File: src/rtl/amon_pkg.sv
package amon_pkg;
    localparam int DATA_W = 32;
    localparam int ADDR_W = 4;

    // Register word addresses
    localparam logic [ADDR_W-1:0] A_GSTAT  = 4'd0;
    localparam logic [ADDR_W-1:0] A_PERIOD = 4'd1;
    localparam logic [ADDR_W-1:0] A_CTRL   = 4'd2;
    localparam logic [ADDR_W-1:0] A_RAW_HI = 4'd3;
    localparam logic [ADDR_W-1:0] A_RAW_LO = 4'd4;
    localparam logic [ADDR_W-1:0] A_SEED   = 4'd5;
    localparam logic [ADDR_W-1:0] A_AVG_HI = 4'd6;
    localparam logic [ADDR_W-1:0] A_AVG_LO = 4'd7;
    localparam logic [ADDR_W-1:0] A_WEIGHT = 4'd8;
    localparam logic [ADDR_W-1:0] A_COUNT  = 4'd9;
    localparam logic [ADDR_W-1:0] A_AVG    = 4'd10;
    localparam logic [ADDR_W-1:0] A_ISTAT  = 4'd11;

    // Control word fields
    localparam int C_RUN    = 31;
    localparam int C_HI_EN  = 30;
    localparam int C_LO_EN  = 29;
    localparam int C_HI_N   = 26;
    localparam int C_LO_N   = 23;
    localparam int C_AHI_EN = 21;
    localparam int C_ALO_EN = 20;
    localparam int C_SAMPLE = 18;
    localparam int C_K      = 10;
    localparam logic [DATA_W-1:0] CTRL_MASK = 32'hFFB4_1C00;

    // Interrupt status bits
    localparam int S_HI  = 31;
    localparam int S_LO  = 30;
    localparam int S_ALO = 25;
    localparam int S_AHI = 24;
    localparam logic [DATA_W-1:0] STAT_MASK = 32'hC300_0000;
endpackage

File: src/rtl/amon_timer.sv
// Window timer: counts base ticks of TICK_CYCLES cycles each and pulses
// win_end on the last cycle of a window of (period_m1+1) ticks.
// Assumes period_m1 is changed only while run is low.
module amon_timer #(
    parameter int TICK_CYCLES = 1000,
    parameter int PER_W       = 8
) (
    input  logic             clk,
    input  logic             rst_n,
    input  logic             run,
    input  logic [PER_W-1:0] period_m1,
    output logic             win_end
);
    localparam int TW = (TICK_CYCLES > 1) ? $clog2(TICK_CYCLES) : 1;

    logic [TW-1:0]    tick_q;
    logic [PER_W-1:0] ms_q;
    logic             tick;

    assign tick    = (tick_q == TW'(TICK_CYCLES - 1));
    assign win_end = run && tick && (ms_q >= period_m1);

    // Advance tick and window counters; hold both at zero while stopped.
    always_ff @(posedge clk) begin
        if (!rst_n || !run) begin
            tick_q <= '0;
            ms_q   <= '0;
        end else if (tick) begin
            tick_q <= '0;
            ms_q   <= (ms_q >= period_m1) ? '0 : ms_q + PER_W'(1);
        end else begin
            tick_q <= tick_q + TW'(1);
        end
    end

    AST_TIMER_STOPPED: assert property (@(posedge clk) disable iff (!rst_n)
        !run |=> (tick_q == '0 || run)) else $error("timer ran while stopped");
endmodule

File: src/rtl/amon_avg.sv
// Exponential average: on sample, avg moves toward count by (count-avg)>>>(k+1).
// A seed write overrides the update in the same cycle.
module amon_avg #(
    parameter int CNT_W = 32
) (
    input  logic             clk,
    input  logic             rst_n,
    input  logic             sample,
    input  logic [CNT_W-1:0] count,
    input  logic [2:0]       k,
    input  logic             seed_wr,
    input  logic [CNT_W-1:0] seed_val,
    output logic [CNT_W-1:0] avg_q,
    output logic [CNT_W-1:0] avg_nx
);
    logic signed [CNT_W+1:0] diff, step, nx_full;

    // Signed filter step in a two-bit-wider accumulator.
    always_comb begin
        diff    = $signed({2'b00, count}) - $signed({2'b00, avg_q});
        step    = diff >>> ({1'b0, k} + 4'd1);
        nx_full = $signed({2'b00, avg_q}) + step;
        avg_nx  = nx_full[CNT_W-1:0];
    end

    // Register the average: seed first, then window update.
    always_ff @(posedge clk) begin
        if (!rst_n)       avg_q <= '0;
        else if (seed_wr) avg_q <= seed_val;
        else if (sample)  avg_q <= avg_nx;
    end

    AST_AVG_IN_RANGE: assert property (@(posedge clk) disable iff (!rst_n)
        sample |-> (nx_full[CNT_W+1:CNT_W] == 2'b00)) else $error("avg overflow");
    AST_AVG_BETWEEN: assert property (@(posedge clk) disable iff (!rst_n)
        (sample && !seed_wr) |=>
        ((avg_q >= $past(avg_q) && avg_q <= $past(count)) ||
         (avg_q <= $past(avg_q) && avg_q >= $past(count)))) else $error("avg left range");
endmodule

File: src/rtl/amon_run.sv
// Consecutive-window detector: hit pulses on the (need_m1+1)-th qualifying
// sample in a row; a non-qualifying sample or a hit restarts the run.
module amon_run #(
    parameter int NUM_W = 3
) (
    input  logic             clk,
    input  logic             rst_n,
    input  logic             clr,
    input  logic             sample,
    input  logic             qualify,
    input  logic [NUM_W-1:0] need_m1,
    output logic             hit
);
    logic [NUM_W-1:0] run_q;

    assign hit = sample && qualify && (run_q >= need_m1);

    // Track the length of the current qualifying run.
    always_ff @(posedge clk) begin
        if (!rst_n || clr)        run_q <= '0;
        else if (sample) begin
            if (!qualify || hit)  run_q <= '0;
            else                  run_q <= run_q + NUM_W'(1);
        end
    end

    AST_RUN_RESTART: assert property (@(posedge clk) disable iff (!rst_n)
        (sample && !qualify) |=> (run_q == '0)) else $error("run not restarted");
endmodule

File: src/rtl/amon_top.sv
// Activity monitor: weighted strobe accumulation per window, moving average,
// raw and average limit checks with sticky write-one-to-clear status.
// Assumes CNT_W <= 32 and that run-length fields change only while stopped.
module amon_top
    import amon_pkg::*;
#(
    parameter int CNT_W       = 32,
    parameter int TICK_CYCLES = 1000,
    parameter int PER_W       = 8,
    parameter int PER_RST     = 9
) (
    input  logic              clk,
    input  logic              rst_n,
    input  logic              act_strobe,
    input  logic              wr_en,
    input  logic [ADDR_W-1:0] wr_addr,
    input  logic [DATA_W-1:0] wr_data,
    input  logic [ADDR_W-1:0] rd_addr,
    output logic [DATA_W-1:0] rd_data,
    output logic              irq
);
    logic [DATA_W-1:0] ctrl_q, stat_q, set_mask, clr_mask;
    logic [PER_W-1:0]  period_q;
    logic [CNT_W-1:0]  raw_hi_q, raw_lo_q, avg_hi_q, avg_lo_q, seed_q, weight_q;
    logic [CNT_W-1:0]  acc_q, count_q, acc_sat, avg_q, avg_nx;
    logic [CNT_W:0]    acc_sum;
    logic              run, win_end, sample, hi_hit, lo_hit, pend;

    assign run    = ctrl_q[C_RUN];
    assign sample = win_end && ctrl_q[C_SAMPLE];

    amon_timer #(.TICK_CYCLES(TICK_CYCLES), .PER_W(PER_W)) timer_i (
        .clk(clk), .rst_n(rst_n), .run(run), .period_m1(period_q), .win_end(win_end));

    amon_avg #(.CNT_W(CNT_W)) avg_i (
        .clk(clk), .rst_n(rst_n), .sample(sample), .count(acc_sat),
        .k(ctrl_q[C_K+2:C_K]), .seed_wr(wr_en && wr_addr == A_SEED),
        .seed_val(wr_data[CNT_W-1:0]), .avg_q(avg_q), .avg_nx(avg_nx));

    amon_run #(.NUM_W(3)) hi_run_i (
        .clk(clk), .rst_n(rst_n), .clr(!run), .sample(sample),
        .qualify(acc_sat > raw_hi_q), .need_m1(ctrl_q[C_HI_N+2:C_HI_N]), .hit(hi_hit));

    amon_run #(.NUM_W(3)) lo_run_i (
        .clk(clk), .rst_n(rst_n), .clr(!run), .sample(sample),
        .qualify(acc_sat < raw_lo_q), .need_m1(ctrl_q[C_LO_N+2:C_LO_N]), .hit(lo_hit));

    // Saturating weighted sum including this cycle's strobe.
    always_comb begin
        acc_sum = {1'b0, acc_q} + {1'b0, (act_strobe ? weight_q : '0)};
        acc_sat = acc_sum[CNT_W] ? '1 : acc_sum[CNT_W-1:0];
    end

    // Accumulate while running; latch and restart at each sampled window end.
    always_ff @(posedge clk) begin
        if (!rst_n) begin
            acc_q   <= '0;
            count_q <= '0;
        end else if (run) begin
            if (sample) begin
                count_q <= acc_sat;
                acc_q   <= '0;
            end else begin
                acc_q   <= acc_sat;
            end
        end
    end

    // Status sets from the enabled causes at a sampled window end.
    always_comb begin
        set_mask = '0;
        set_mask[S_HI]  = hi_hit && ctrl_q[C_HI_EN];
        set_mask[S_LO]  = lo_hit && ctrl_q[C_LO_EN];
        set_mask[S_AHI] = sample && ctrl_q[C_AHI_EN] && (avg_nx > avg_hi_q);
        set_mask[S_ALO] = sample && ctrl_q[C_ALO_EN] && (avg_nx < avg_lo_q);
        clr_mask = (wr_en && wr_addr == A_ISTAT) ? wr_data : '0;
    end

    // Configuration registers and sticky status.
    always_ff @(posedge clk) begin
        if (!rst_n) begin
            ctrl_q   <= '0;
            period_q <= PER_W'(PER_RST);
            raw_hi_q <= '0;
            raw_lo_q <= '0;
            avg_hi_q <= '0;
            avg_lo_q <= '0;
            seed_q   <= '0;
            weight_q <= CNT_W'(1);
            stat_q   <= '0;
        end else begin
            if (wr_en) begin
                case (wr_addr)
                    A_CTRL:   ctrl_q   <= wr_data & CTRL_MASK;
                    A_PERIOD: period_q <= wr_data[PER_W-1:0];
                    A_RAW_HI: raw_hi_q <= wr_data[CNT_W-1:0];
                    A_RAW_LO: raw_lo_q <= wr_data[CNT_W-1:0];
                    A_AVG_HI: avg_hi_q <= wr_data[CNT_W-1:0];
                    A_AVG_LO: avg_lo_q <= wr_data[CNT_W-1:0];
                    A_SEED:   seed_q   <= wr_data[CNT_W-1:0];
                    A_WEIGHT: weight_q <= wr_data[CNT_W-1:0];
                    default: ;
                endcase
            end
            stat_q <= ((stat_q & ~clr_mask) | set_mask) & STAT_MASK;
        end
    end

    assign pend = (stat_q[S_HI]  && ctrl_q[C_HI_EN])  || (stat_q[S_LO]  && ctrl_q[C_LO_EN]) ||
                  (stat_q[S_AHI] && ctrl_q[C_AHI_EN]) || (stat_q[S_ALO] && ctrl_q[C_ALO_EN]);
    assign irq  = pend;

    // Combinational read mux.
    always_comb begin
        case (rd_addr)
            A_GSTAT:  rd_data = {31'd0, pend};
            A_PERIOD: rd_data = DATA_W'(period_q);
            A_CTRL:   rd_data = ctrl_q;
            A_RAW_HI: rd_data = DATA_W'(raw_hi_q);
            A_RAW_LO: rd_data = DATA_W'(raw_lo_q);
            A_SEED:   rd_data = DATA_W'(seed_q);
            A_AVG_HI: rd_data = DATA_W'(avg_hi_q);
            A_AVG_LO: rd_data = DATA_W'(avg_lo_q);
            A_WEIGHT: rd_data = DATA_W'(weight_q);
            A_COUNT:  rd_data = DATA_W'(count_q);
            A_AVG:    rd_data = DATA_W'(avg_q);
            A_ISTAT:  rd_data = stat_q;
            default:  rd_data = '0;
        endcase
    end

    AST_FROZEN_COUNT: assert property (@(posedge clk) disable iff (!rst_n)
        !run |=> $stable(count_q)) else $error("count moved while stopped");
    AST_ACC_NO_WRAP: assert property (@(posedge clk) disable iff (!rst_n)
        (run && !sample) |=> (acc_q >= $past(acc_q))) else $error("accumulator wrapped");
    AST_STATUS_STICKY: assert property (@(posedge clk) disable iff (!rst_n)
        (stat_q[S_HI] && !(wr_en && wr_addr == A_ISTAT && wr_data[S_HI])) |=> stat_q[S_HI])
        else $error("status bit dropped");
    AST_IRQ_SOURCE: assert property (@(posedge clk) disable iff (!rst_n)
        irq |-> (stat_q != '0)) else $error("irq without status");
endmodule

File: config.mk
export PLATFORM = sky130hd
export DESIGN_NAME = amon_top
export DESIGN_NICKNAME = d
export VERILOG_FILES = /design/src/rtl/amon_pkg.sv /design/src/rtl/amon_timer.sv /design/src/rtl/amon_avg.sv /design/src/rtl/amon_run.sv /design/src/rtl/amon_top.sv
export SDC_FILE = /design/constraint.sdc
export NUM_CORES = 1
export LEC_CHECK = 0
export BUFFER_PORTS_ARGS = -buffer_cell sky130_fd_sc_hd__buf_2
export CAP_MARGIN = 20
export CELL_PAD_IN_SITES_DETAIL_PLACEMENT = 1
export CELL_PAD_IN_SITES_GLOBAL_PLACEMENT = 2
export CORE_MARGIN = 2
export CORE_UTILIZATION = 38
export DETAILED_ROUTE_END_ITERATION = 7
export GPL_TIMING_DRIVEN = 0
export PLACE_DENSITY_LB_ADDON = 0.1
export SETUP_SLACK_MARGIN = 0.4
export SKIP_LAST_GASP = 1
export SYNTH_ARGS = -nofsm -noshare
export SYNTH_HDL_FRONTEND = slang
export SYNTH_SLANG_ARGS = --single-unit
export TNS_END_PERCENT = 10
File: constraint.sdc
create_clock -name clk -period 12.36 [get_ports clk]
set_clock_uncertainty 0.1 [all_clocks]
set_input_delay 0.618 -clock clk [delete_from_list [all_inputs] [get_ports clk]]
set_output_delay 0.618 -clock clk [all_outputs]
set_load 0.03 [all_outputs]
==> run_results.csv <==
group,metric,value,unit
run,drv_cap,0,
worst_setup_path,reg2reg_from,"weight_q[0]$_SDFFE_PN1P_",
power,leakagePower,11.2,nW
power,p_per_area,114,mW/mm²
synth,synth_edf_count,0,
grt,grt_pass1_wl,173000,µm
worst_setup_path,crit_slowest_cell,"a221oi_1",
placement,dp_hpwl,97100,µm
clocking,holdBufCountCts,0,
worst_setup_path,worstSetupStartpoint,"act_strobe",
synth,synth_cell_type_count,99,
worst_setup_path,end_kind,"register",
synth,synth_fp_nets,3549,
die,die_w,260,µm
timing,worst_pin_slew,1190,ps
worst_hold_path,hold_path.class,"in -> reg",
timing,holdWs,280,ps
power,vdd_drop_max,0.0875,mV
placement,place.gp.congestion,0.970,
worst_setup_path,arrival,11970,ps
power,p_int,2.10,mW
placement,placed_cells,4174,
timing,setup_violations,0,
die,num_rows,93,
grt,grt_max_degree,13,
synth,syn_area,0.0249,mm²
grt,antenna_found_initial,2,
routing,wire_per_inst,27.8,µm
power,p_sw_share,33.5,%
worst_setup_path,critPathLaunchType,"input port",
final_layout,final_util,42.9,%
routing,drt_iter0_drc,1977,
timing,fmax,86.0,MHz
clocking,clock_sinks,339,
worst_setup_path,r2r_end,"stat_q[24]$_SDFF_PN0_",
timing,finalCriticalPeriod,11630,ps
worst_setup_path,required,12690,ps
worst_setup_path,worst-r2r-setup-slack,820,ps
synth,ys_seq_area_share,27.2,%
power,p_sw,1.06,mW
power,clkPwrFrac,38.2,%
grt,grtUsageTotal,34.5,%
clocking,clk_pin_slew,60,ps
placement,portBuffers,52,
die,core,0.0647,mm²
worst_setup_path,path_max_fanout,10,
die,initial_utilization,38.5,%
clocking,cts_tree,"built",
status,outcome,"complete, no violations",
clocking,cts_made_buffers,40,
final_layout,drive_above_1_share,7.23,%
power,power_frac_seq,35.4,%
final_layout,instances_no_fill,4244,
worst_setup_path,crit_path_frequent_cell,"ha_1",
worst_setup_path,worstSetupPathType,"in -> reg",
final_layout,fin_nets,3652,
timing,setup_tns,0,ps
routing,drt_first_pass_iters,7,
clocking,insertion_delay,580,ps
worst_setup_path,critPathCapture,"stat_q[24]$_SDFF_PN0_",
clocking,clockRootBuffer,"clkbuf_16",
timing,slew_headroom,20.4,%
clocking,cts.path.max_buffers,3,
grt,grt.overflow.total,0,
routing,wirelength,118000,µm
grt,grt_pass1_vias,26043,
routing,viasPerCell,6.02,
synth,ys.flop_type,"dfxtp_1",
timing,rsz0062_at_grt,"no",
worst_setup_path,ff2ff_path_depth,45,
die,fp.dieH,260,µm
power,comb_power_share,26.4,%
die,ioPinCount,77,
worst_hold_path,hold_start,"wr_data[5]",
worst_setup_path,max_stage_delay,500,ps
clocking,cts-htree-levels,2,
synth,yosys_warnings,0,
timing,fin_crit_sh,94.1,%
synth,syn_inst,3262,
timing,hold_violations,0,
synth,synth-seq-cells,339,
timing,finalMaxSlewViolations,0,
die,dieArea,0.0677,mm²
routing,final_antenna_net_count,0,
final_layout,syn_to_final_growth,11.2,%
synth,synth.avg_cell_area,7.64,µm²
synth,async_flop_share,0,%
routing,num_vias,25545,
routing,drc,0,
[worst min path at each step]
stage	cells past startpoint	to
CTS	3	raw_hi_q[6]$_SDFFE_PN0P_
global route	3	seed_q[4]$_SDFFE_PN0P_
detailed placement	2	seed_q[18]$_SDFFE_PN0P_
finish	3	avg_hi_q[5]$_SDFFE_PN0P_
global placement	2	seed_q[22]$_SDFFE_PN0P_
floorplan	1	timer_i.tick_q[0]$_SDFF_PP0_
[power by group through the flow]
stage / clock, mW / combinational, mW / sequential [mW]
after floorplan: 0 / 0.542 / 1.13
after global placement: 0 / 0.787 / 1.14
after detailed placement: 0 / 0.807 / 1.14
after CTS: 1.21 / 0.822 / 1.12
after global routing: 1.25 / 0.909 / 1.12
final: 1.21 / 0.835 / 1.12
[final cells by class]
cell class | count | area (µm²)
inverter | 221 | 830
timing repair buffer | 61 | 344
tap | 855 | 1070
clock inverter | 10 | 128
clock buffer | 55 | 1130
antenna | 1 | 2.50
fill | 8045 | 37000
buffer | 206 | 892
sequential | 339 | 6790
multi-input combinational | 2496 | 16500
[kinds of logic (layout without fill, tap and decap cells)]
family                   after synthesis  in the layout  synth area share (%)
multiplexers                          67             67                  2.92
flip-flops                           339            339                  27.2
XOR/XNOR                              95             95                  3.34
other                                  0              1                     0
AND/OR/NAND/NOR                     1126           1126                  20.9
AO/OA/AOI/OAI                        965            965                  26.5
adder cells (fa/ha/maj)              243            243                  12.3
buffers and inverters                427            553                  6.89
[stage by stage]
stage | worst slack (ps) | instance area (µm²) | total power, mW
floorplan | 3000 | 24900 | 1.68
global placement | -828 | 26300 | 1.93
detailed placement | -875 | 26300 | 1.95
CTS | 432 | 27700 | 3.15
global route | 421 | 27700 | 3.28
finish | 726 | 27700 | 3.16
[cells in the mapped netlist, types with 28 or more instances]
library cell | number | area (µm²)
nand2_1 | 532 | 2000
a21oi_1 | 359 | 1800
dfxtp_1 | 339 | 6790
ha_1 | 240 | 3000
inv_1 | 219 | 822
nor2_1 | 211 | 792
clkbuf_1 | 160 | 601
a21o_1 | 86 | 646
a22oi_1 | 75 | 563
o21ai_0 | 75 | 375
and2_1 | 70 | 438
nand3_1 | 70 | 350
a211oi_1 | 66 | 495
mux2i_1 | 58 | 581
xnor2_1 | 55 | 482
nand4_1 | 48 | 300
xor2_1 | 40 | 350
nand2b_1 | 36 | 225
nor3_1 | 36 | 180
o21a_1 | 28 | 210
[per-layer routing]
layer	routed length [µm]	track usage, %
met3	7170	4.37
met2	54900	58.1
met1	50900	44.7
met4	5100	13.5
met5	13	0
[registers in the layout, summed over array words and instances, names as in the netlist]
register        count
acc_q              32
avg_hi_q           32
avg_i.avg_q        32
avg_lo_q           32
count_q            32
raw_hi_q           32
raw_lo_q           32
seed_q             32
weight_q           32
ctrl_q             15
timer_i.tick_q     10
period_q            8
timer_i.ms_q        8
stat_q              4
hi_run_i.run_q      3
lo_run_i.run_q      3
[cells in the final DEF (no fill, tap or decap), types with 27 or more instances in the layout]
cell         n
a22oi_1     75
a21oi_1    357
nor3_1      35
mux2i_1     58
and2_1      70
ha_1       239
a211oi_1    62
dfxtp_1    339
xnor2_1     55
nand2_1    532
nor2_1     209
xor2_1      40
inv_1      218
clkbuf_16   41
nand2b_1    36
nand4_1     48
nand3_1     70
o21ai_0     71
clkbuf_1   167
o21a_1      27
buf_2       65
a21o_1      86
[timing repair]
item / CTS / global route
resized for setup: 16 / 20
endpoints found under the setup margin: 1 / 2
setup buffers: 3 / 0
pin swaps: 3 / 2
[worst max-delay path, delay by kind of cell]
kind | cells | cell delay, ps
XOR/XNOR | 2 | 390
buffers and inverters | 7 | 1290
adder cells (fa/ha/maj) | 5 | 1860
AO/OA/AOI/OAI | 21 | 5020
AND/OR/NAND/NOR | 12 | 2730
No activity file was read; power rests on OpenSTA's default activity.
